### src/rtl/stamp_pkg.sv
`timescale 1ns/1ps
package stamp_pkg;
    localparam int CODE_W = 4;
    localparam int FACT_W = 10;

    typedef logic [CODE_W-1:0] code_t;
    typedef logic [FACT_W-1:0] fact_t;

    // Prescaler code to divide factor; 0 means no counting.
    function automatic fact_t code_to_factor(code_t c);
        int   ci;
        fact_t f;
        ci = int'(c);
        f  = '0;
        if (ci >= 1 && ci <= 3)
            f = fact_t'(1 << (ci - 1));
        else if (ci >= 4 && ci <= 7)
            f = fact_t'(2 * (ci - 1));
        else if (ci >= 8 && ci <= 13)
            f = fact_t'(16 << (ci - 8));
        return f;
    endfunction
endpackage

### src/rtl/stamp_guard.sv
`timescale 1ns/1ps
module stamp_guard
    import stamp_pkg::*;
#(
    parameter int WORD_W = 16
) (
    input  logic              clk,
    input  logic              rst_n,
    input  logic              wr,
    input  logic [WORD_W-1:0] wdata,
    output code_t             code,
    output logic              reload
);
    typedef struct packed {
        code_t code;
    } guard_st_t;

    guard_st_t s_d, s_q;
    code_t     new_code;
    logic      accept_d;
    logic      unused_hi;

    assign new_code  = wdata[CODE_W-1:0];
    assign unused_hi = ^wdata[WORD_W-1:CODE_W];

    always_comb begin
        s_d      = s_q;
        accept_d = wr && ((s_q.code == '0) || (new_code == '0));
        if (accept_d)
            s_d.code = new_code;
    end

    always_ff @(posedge clk) begin
        if (!rst_n)
            s_q <= '0;
        else
            s_q <= s_d;
    end

    assign code   = s_q.code;
    assign reload = accept_d;


    guard_hold_chk: assert property (@(posedge clk) disable iff (!rst_n)
        (s_q.code != '0 && wr && wdata[CODE_W-1:0] != '0) |=> $stable(s_q.code));


    guard_open_chk: assert property (@(posedge clk) disable iff (!rst_n)
        (s_q.code == '0 && wr) |=> (s_q.code == $past(wdata[CODE_W-1:0])));
endmodule

### src/rtl/stamp_presc.sv
`timescale 1ns/1ps
module stamp_presc
    import stamp_pkg::*;
(
    input  logic  clk,
    input  logic  rst_n,
    input  code_t code,
    input  logic  reload,
    output logic  tick
);
    typedef struct packed {
        fact_t div;
    } presc_st_t;

    presc_st_t s_d, s_q;
    fact_t     factor;
    logic      active;
    logic      hit;

    always_comb begin
        factor = code_to_factor(code);
        active = (factor != '0);
        hit    = active && (s_q.div == factor - fact_t'(1));
        s_d    = s_q;
        if (reload || !active || hit)
            s_d.div = '0;
        else
            s_d.div = s_q.div + fact_t'(1);
    end

    always_ff @(posedge clk) begin
        if (!rst_n)
            s_q <= '0;
        else
            s_q <= s_d;
    end

    assign tick = hit;


    tick_gap_chk: assert property (@(posedge clk) disable iff (!rst_n)
        (tick && !reload && factor > fact_t'(1)) |=> !tick);


    restart_chk: assert property (@(posedge clk) disable iff (!rst_n)
        (reload && factor != fact_t'(1)) |=> !tick || (factor == fact_t'(1)));
endmodule

### src/rtl/stamp_count.sv
`timescale 1ns/1ps
module stamp_count #(
    parameter int CNT_W = 16
) (
    input  logic             clk,
    input  logic             rst_n,
    input  logic             inc,
    input  logic             wr_a,
    input  logic [CNT_W-1:0] wd_a,
    input  logic             wr_b,
    input  logic [CNT_W-1:0] wd_b,
    output logic [CNT_W-1:0] cnt
);
    typedef struct packed {
        logic [CNT_W-1:0] cnt;
    } cnt_st_t;

    cnt_st_t s_d, s_q;

    always_comb begin
        s_d = s_q;
        if (wr_a)
            s_d.cnt = wd_a;
        else if (wr_b)
            s_d.cnt = wd_b;
        else if (inc)
            s_d.cnt = s_q.cnt + CNT_W'(1);
    end

    always_ff @(posedge clk) begin
        if (!rst_n)
            s_q <= '0;
        else
            s_q <= s_d;
    end

    assign cnt = s_q.cnt;


    port_a_wins_chk: assert property (@(posedge clk) disable iff (!rst_n)
        wr_a |=> (s_q.cnt == $past(wd_a)));


    port_b_load_chk: assert property (@(posedge clk) disable iff (!rst_n)
        (wr_b && !wr_a) |=> (s_q.cnt == $past(wd_b)));


    wrap_chk: assert property (@(posedge clk) disable iff (!rst_n)
        (s_q.cnt == '1 && inc && !wr_a && !wr_b) |=> (s_q.cnt == '0));


    hold_chk: assert property (@(posedge clk) disable iff (!rst_n)
        (!inc && !wr_a && !wr_b) |=> $stable(s_q.cnt));
endmodule

### src/rtl/stamp_timebase.sv
`timescale 1ns/1ps
module stamp_timebase
    import stamp_pkg::*;
#(
    parameter int WORD_W = 16,
    parameter int CNT_W  = 16
) (
    input  logic              clk,
    input  logic              rst_n,
    input  logic              ctl_wr,
    input  logic [WORD_W-1:0] ctl_wdata,
    output logic [WORD_W-1:0] ctl_rdata,
    input  logic              cnt_wr_a,
    input  logic [CNT_W-1:0]  cnt_wdata_a,
    input  logic              cnt_wr_b,
    input  logic [CNT_W-1:0]  cnt_wdata_b,
    output logic [CNT_W-1:0]  cnt_rdata,
    output logic              stamp_tick
);
    code_t code;
    logic  reload;
    logic  tick;

    stamp_guard #(.WORD_W(WORD_W)) u_guard (
        .clk    (clk),
        .rst_n  (rst_n),
        .wr     (ctl_wr),
        .wdata  (ctl_wdata),
        .code   (code),
        .reload (reload)
    );

    stamp_presc u_presc (
        .clk    (clk),
        .rst_n  (rst_n),
        .code   (code),
        .reload (reload),
        .tick   (tick)
    );

    stamp_count #(.CNT_W(CNT_W)) u_count (
        .clk   (clk),
        .rst_n (rst_n),
        .inc   (tick),
        .wr_a  (cnt_wr_a),
        .wd_a  (cnt_wdata_a),
        .wr_b  (cnt_wr_b),
        .wd_b  (cnt_wdata_b),
        .cnt   (cnt_rdata)
    );

    assign ctl_rdata  = WORD_W'(code);
    assign stamp_tick = tick;


    reserved_idle_chk: assert property (@(posedge clk) disable iff (!rst_n)
        (code >= code_t'(14) && !cnt_wr_a && !cnt_wr_b) |=> $stable(cnt_rdata));


    disabled_idle_chk: assert property (@(posedge clk) disable iff (!rst_n)
        (code == '0) |-> !stamp_tick);
endmodule

### config.mk
export PLATFORM = sky130hd
export DESIGN_NAME = stamp_timebase
export DESIGN_NICKNAME = d
export VERILOG_FILES = /design/src/rtl/stamp_pkg.sv /design/src/rtl/stamp_guard.sv /design/src/rtl/stamp_presc.sv /design/src/rtl/stamp_count.sv /design/src/rtl/stamp_timebase.sv
export SDC_FILE = /design/constraint.sdc
export NUM_CORES = 1
export LEC_CHECK = 0
export BUFFER_PORTS_ARGS = -buffer_cell sky130_fd_sc_hd__buf_2
export CAP_MARGIN = 15
export CELL_PAD_IN_SITES_DETAIL_PLACEMENT = 1
export CELL_PAD_IN_SITES_GLOBAL_PLACEMENT = 1
export CORE_MARGIN = 5
export CORE_UTILIZATION = 32
export DETAILED_ROUTE_END_ITERATION = 10
export HOLD_SLACK_MARGIN = 0.1
export PLACE_DENSITY = 0.74
export SYNTH_ARGS = -nofsm -noshare
export SYNTH_HDL_FRONTEND = slang
export SYNTH_SLANG_ARGS = --single-unit
### constraint.sdc
create_clock -name clk -period 3.89 [get_ports clk]
set_clock_uncertainty 0.2 [all_clocks]
set_input_delay 0.1945 -clock clk [delete_from_list [all_inputs] [get_ports clk]]
set_output_delay 0.1945 -clock clk [all_outputs]
set_load 0.005 [all_outputs]
==> flow_summary.json, run 1 <==
{
  "status": "complete, no violations",
  "synth_xor_area_frac": 0.106,
  "power.total_uw": 857,
  "htreeDepth": 2,
  "p_leak_uw": 0.00128,
  "fin_setup_tns_ps": 0,
  "synthDistinctLibCells": 60,
  "antenna_found_initial": 0,
  "seqCellArea_sq_um": 601,
  "ir_drop_mv": 0.110,
  "syn_to_final_growth_pct": 31.6,
  "first_iter_violations": 65,
  "seq_area_frac_synth": 0.261,
  "via_per_inst": 5.24,
  "start_util": 0.333,
  "synth.avg_cell_area_sq_um": 7.84,
  "yosys_warnings": 0,
  "grt_use_total": 0.179,
  "setup.worst_path.end_class": "output port",
  "min_period_ps": 3740,
  "drt-pass1-iter-count": 4,
  "synthAdderAreaFrac": 0.0272,
  "die_area_sq_um": 8980,
  "multiInputGateArea_sq_um": 1560,
  "arrival_ps": 3340,
  "syn_area_sq_um": 2300,
  "ant_nets": 0,
  "cts_root_buffer": "clkbuf_8",
  "insertion_delay_ps": 280,
  "final_nets": 437,
  "drcViolationCount": 0,
  "syn_inst": 293,
  "setup_viol": 0,
  "grt_max_degree": 28,
  "setup.worst_path.class": "reg -> out",
  "cp-start-kind": "register",
  "synth_ff_type": "dfxtp_1",
  "clkTransAtPathRegs_ps": 70,
  "fill_cells": 896,
  "drt-total-wl_um": 7970,
  "vias": 2493,
  "min_path_type": "in -> reg",
  "wl_per_cell_um": 16.7,
  "grt_pass1_vias": 2580,
  "rsz0062_at_grt": "false",
  "ys_seq_elements": 30,
  "fmax_ghz": 0.267,
  "synth_edf_count": 0,
  "drv_cap": 0,
  "gp_congestion": 0.839,
  "die_w_um": 94.8,
  "hold_viol": 0,
  "clock-sinks": 30,
  "synth_compound_area_frac": 0.212,
  "cts_inserted_buffers": 5,
  "drive_gt1_frac": 0.232,
  "postCtsSetupRepairBufs": 0,
  "post-route-period-util": 0.961,
  "slew_viol_final": 0,
  "grt_pass1_wl_um": 12500,
  "port_buffers": 61,
  "synthMuxAreaShare": 0.0441,
  "ios": 86,
  "synth-simple-area-share": 0.263,
  "relSlewSlack": 0.608,
  "synth_top_family_by_area": "simple AND/OR/NAND/NOR gates",
  "cts_buffer_depth": 2,
  "die_h_um": 94.8,
  "cts_tree": "yes",
  "tightest_slew_ps": 588,
  "p_per_area_nw_per_um2": 283,
  "grt_overflow": 0,
  "rows": 30,
  "cp.required_ps": 3500,
  "path_max_fanout": 8,
  "fp.coreArea_sq_um": 6910,
  "place_hpwl_um": 5380,
  "async_flop_share": 0
}
==> power breakdown <==
part	internal (uW)	total, uW	switching (uW)
registers	326	349	23.6
clock network	120	242	122
logic	126	265	139
==> metrics by stage <==
stage | instance area [sq um] | std cells | setup slack (ps) | utilization | hold WS, ps
floorplan | 2340 | 304 | 88.3 | - | 138
global placement | 2650 | 440 | 165 | 0.384 | 254
detailed placement | 2650 | 440 | 98.3 | 0.384 | 263
CTS | 3020 | 475 | 64.8 | 0.437 | 119
global route | 3020 | 475 | 6.91 | 0.438 | 148
finish | 3030 | 476 | 151 | 0.438 | 134
==> state kept, by name, indices dropped and copies added, names as in the netlist <==
name / cells
u_count.cnt: 16
u_presc.s_q: 10
u_guard.code: 4
==> timing repair <==
item,in CTS,in global routing
setup endpoints to repair,1,7
pin swaps,0,0
resized for setup,2,2
hold buffers,28,0
hold endpoints to repair,19,0
==> final timing paths <==
check                           depth (start not counted)        endpoint  slack [ps]       startpoint
worst min-delay path                                    5  u_count.cnt[3]         130   cnt_wdata_b[3]
worst min register to register                          1  u_presc.s_q[0]         310   u_presc.s_q[0]
worst max-delay path                                   12      stamp_tick         150  u_guard.code[1]
worst max register to register                         13  u_count.cnt[8]         200  u_guard.code[1]
==> layer usage <==
metal | vias up | GRT usage | wire (um)
met4 | 0 | 0.0613 | 115
met5 | - | 0 | 0
met1 | 1216 | 0.210 | 3340
li1 | 1204 | - | -
met3 | 9 | 0.0398 | 392
met2 | 64 | 0.319 | 4130
==> cell families after synthesis <==
kind of cell | count (synthesis)
compound gates | 68
flops | 30
other cells | 1
buf+inv | 35
fa+ha+maj | 5
simple gates | 117
xor+xnor | 27
mux | 10
==> critical path, cell delays in order (launching register included) <==
cell     delay (ps)
dfxtp_1         340
inv_1            70
ha_2            390
nand2_1         100
or3_4           370
ha_2            240
xnor2_1         170
xnor2_1         140
nand3_1         120
or4_4           570
or2_4           310
inv_1           100
buf_2           120
==> cell usage after synthesis, types with 5 or more instances <==
master / instances / area share
inv_1: 6 / 0.0098
buf_4: 13 / 0.042
nand3_1: 11 / 0.024
and3_1: 6 / 0.016
nand2_1: 20 / 0.033
clkbuf_1: 7 / 0.011
xor2_1: 14 / 0.053
nor2_1: 40 / 0.065
a21oi_1: 16 / 0.035
xnor2_1: 12 / 0.046
dfxtp_1: 30 / 0.26
o21ai_0: 11 / 0.024
buf_2: 6 / 0.013
ha_1: 5 / 0.027
mux2i_1: 9 / 0.039
a22oi_1: 5 / 0.016
==> cell type report <==
cell class	instances	share of cell area
Antenna cell	1	0.000827
Clock buffer	5	0.0227
Sequential cell	30	0.199
Clock inverter	2	0.00331
Multi-Input combinational cell	239	0.514
Inverter	6	0.00744
Timing Repair Buffer	97	0.213
Tap cell	96	0.0397
==> cell usage in the layout (no fill, tap or decap), drive strengths merged, types with 2 or more instances in the layout <==
| cell | synthesis | final |
|---|---|---|
| o31ai | 4 | 4 |
| nand3 | 11 | 11 |
| ha | 5 | 5 |
| o31a | 2 | 2 |
| a211oi | 4 | 4 |
| a22oi | 5 | 5 |
| xor2 | 14 | 14 |
| nor4b | 3 | 3 |
| a21oi | 16 | 16 |
| conb | 1 | 12 |
| xnor2 | 13 | 13 |
| nor3b | 3 | 3 |
| a221oi | 3 | 3 |
| a31oi | 4 | 4 |
| o2111ai | 2 | 2 |
| nand2 | 20 | 20 |
| nand4 | 4 | 4 |
| nor3 | 4 | 4 |
| nor2 | 40 | 40 |
| clkinv | 0 | 2 |
| dfxtp | 30 | 30 |
| a32o | 3 | 3 |
| o211a | 2 | 2 |
| nor4 | 3 | 3 |
| o21ai | 13 | 13 |
| nand2b | 3 | 3 |
| mux2i | 9 | 9 |
| dlygate4sd3 | 0 | 28 |
| inv | 6 | 6 |
| or3 | 5 | 5 |
| clkbuf | 7 | 5 |
| buf | 22 | 69 |
| nor4bb | 2 | 2 |
| o22ai | 2 | 2 |
| or2 | 2 | 2 |
| nor2b | 4 | 4 |
| and3 | 6 | 6 |
Power figures use the tool's default switching activity.
==> run 2, diff against run 1 <==
--- a/config.mk
+++ b/config.mk
@@ -13,7 +13,7 @@
 export CORE_UTILIZATION = 32
 export DETAILED_ROUTE_END_ITERATION = 10
 export HOLD_SLACK_MARGIN = 0.1
-export PLACE_DENSITY = 0.74
+export PLACE_DENSITY_LB_ADDON = 0.1
 export SYNTH_ARGS = -nofsm -noshare
 export SYNTH_HDL_FRONTEND = slang
 export SYNTH_SLANG_ARGS = --single-unit
==> run 2 against run 1 <==
Net effect: fmax rose by 1.0%; global-route usage decreased by 1.7 points; non-clock buffer count is 2 higher; hold slack got worse by 22 ps; routed wire length fell by 11%; largest power group is now the clock network; critical path depth unchanged; highest routed layer unchanged; first-iteration DRC count rose by 4.6%; final area up 2.6%; final cell count is 0.42% higher; die area unchanged.
==> flow_summary.json, run 2 (synthesized netlist as in run 1, its figures left out) <==
{
  "status": "complete, no violations",
  "ir_drop_mv": 0.125,
  "cts_root_buffer": "clkbuf_8",
  "fin_cells": 478,
  "cp.required_ps": 3500,
  "grt_max_degree": 28,
  "layout_commonest_cell": "buf_2",
  "crit_chain": "inv_1 > ha_2 > or2_1 > or3_4 > ha_2 > xnor2_1 > xnor2_1 > nand3_1 > or4_4 > or2_4 > inv_1 > buf_2",
  "insertion_delay_ps": 290,
  "p_int_uw": 727,
  "clkTransAtPathRegs_ps": 70,
  "min_period_ps": 3700,
  "drive_gt1_frac": 0.236,
  "relSlewSlack": 0.635,
  "final_nets": 439,
  "post-route-period-util": 0.952,
  "grt_pass1_vias": 2376,
  "start_util": 0.333,
  "n_antenna_cell": 0,
  "place_hpwl_um": 5110,
  "rsz0062_at_grt": "false",
  "grt_pass1_wl_um": 11600,
  "clkPwrFrac": 0.398,
  "tightest_slew_ps": 546,
  "grt_overflow": 0,
  "p_per_area_nw_per_um2": 326,
  "die_h_um": 94.8,
  "rows": 30,
  "ant_nets": 0,
  "largest_reg_flops": 16,
  "syn_to_final_growth_pct": 35.1,
  "cp-start-kind": "register",
  "drt-total-wl_um": 7110,
  "wl_per_cell_um": 14.9,
  "first_iter_violations": 68,
  "drcViolationCount": 0,
  "ios": 86,
  "drt-pass1-iter-count": 4,
  "setup.worst_path.class": "reg -> out",
  "gp_congestion": 0.761,
  "min_path_type": "in -> reg",
  "setup_viol": 0,
  "fp.coreArea_sq_um": 6910,
  "fmax_ghz": 0.270,
  "slowest_stage": "or4_4",
  "slew_viol_final": 0,
  "grt_use_total": 0.162,
  "htreeDepth": 2,
  "dp.cells": 441,
  "cts_tree": "yes",
  "die_area_sq_um": 8980,
  "fill_cells": 885,
  "setup.worst_path.end_class": "output port",
  "hold_viol": 0,
  "antenna_found_initial": 0,
  "via_per_inst": 4.96,
  "cts_inserted_buffers": 5,
  "cp_slowest_stage_delay_ps": 590,
  "p_switching_uw": 284,
  "final_cell_mix": "61 x buf_2, 40 x nor2_1, 30 x dfxtp_1",
  "fin_setup_tns_ps": 0,
  "drv_cap": 0,
  "arrival_ps": 3310,
  "clock-sinks": 30,
  "p_leak_uw": 0.00132,
  "port_buffers": 61,
  "vias": 2373,
  "p_sw_frac": 0.281,
  "power_frac_seq": 0.346,
  "p_comb_frac": 0.256,
  "path_max_fanout": 8,
  "cts_buffer_depth": 2,
  "die_w_um": 94.8
}
run 2: worst max-delay path: cells and delay by family (launching register included):
kind	cells	cell delay, ps
XOR/XNOR	2	310
AND/OR/NAND/NOR	5	1680
adder cells (fa/ha/maj)	2	440
buffers and inverters	3	250
flip-flops	1	330
run 2: layer usage:
layer / wire, um / track usage / up-vias
li1: - / - / 1211
met1: 3480 / 0.223 / 1095
met2: 3150 / 0.252 / 57
met3: 395 / 0.0359 / 10
met4: 90 / 0.0505 / 0
met5: 0 / 0 / -
run 2: timing repair:
action / CTS / global route
endpoints found under the setup margin: 1 / 7
hold buffers: 29 / 0
hold endpoints to repair: 19 / 0
gates resized for setup: 2 / 2
cloned: 0 / 0
pin swaps: 0 / 0
setup buffers: 0 / 0
run 2: power by group through the flow:
stage | Clock [uW] | Sequential [uW] | Combinational [uW]
6_report | 403 | 349 | 259
3_5_place_dp | 0 | 357 | 233
5_1_grt | 425 | 353 | 288
3_3_place_gp | 0 | 357 | 229
2_1_floorplan | 0 | 354 | 157
4_1_cts | 413 | 350 | 259
run 2: area by class of cell:
cell class                      count  area (sq um)  share of cell area
Tap cell                           96           120              0.0387
Multi-Input combinational cell    239          1560               0.501
Timing Repair Buffer               99           663               0.214
Clock inverter                      2          60.1              0.0193
Sequential cell                    30           601               0.193
Clock buffer                        6          82.6              0.0266
Inverter                            6          22.5             0.00726
run 2: through the flow:
step                      power, uW  setup WS, ps  instance area (sq um)   util  hold WS, ps
after floorplan                 512          88.3                   2340      -          138
after global placement          586          85.2                   2660  0.385          251
after detailed placement        590          48.1                   2660  0.385          259
after CTS                      1020          32.2                   3100  0.449          118
after global routing           1070          32.6                   3100  0.449          165
final                          1010           188                   3100  0.449          112
run 2: path summary, 6_finish.rpt:
kind                    from              end  slack (ps)  depth (start not counted)
min reg2reg   u_presc.s_q[0]   u_presc.s_q[0]         320                          1
max          u_guard.code[1]       stamp_tick         190                         12
min           cnt_wdata_a[6]   u_count.cnt[6]         110                          3
max reg2reg  u_guard.code[1]  u_count.cnt[11]         300                         13
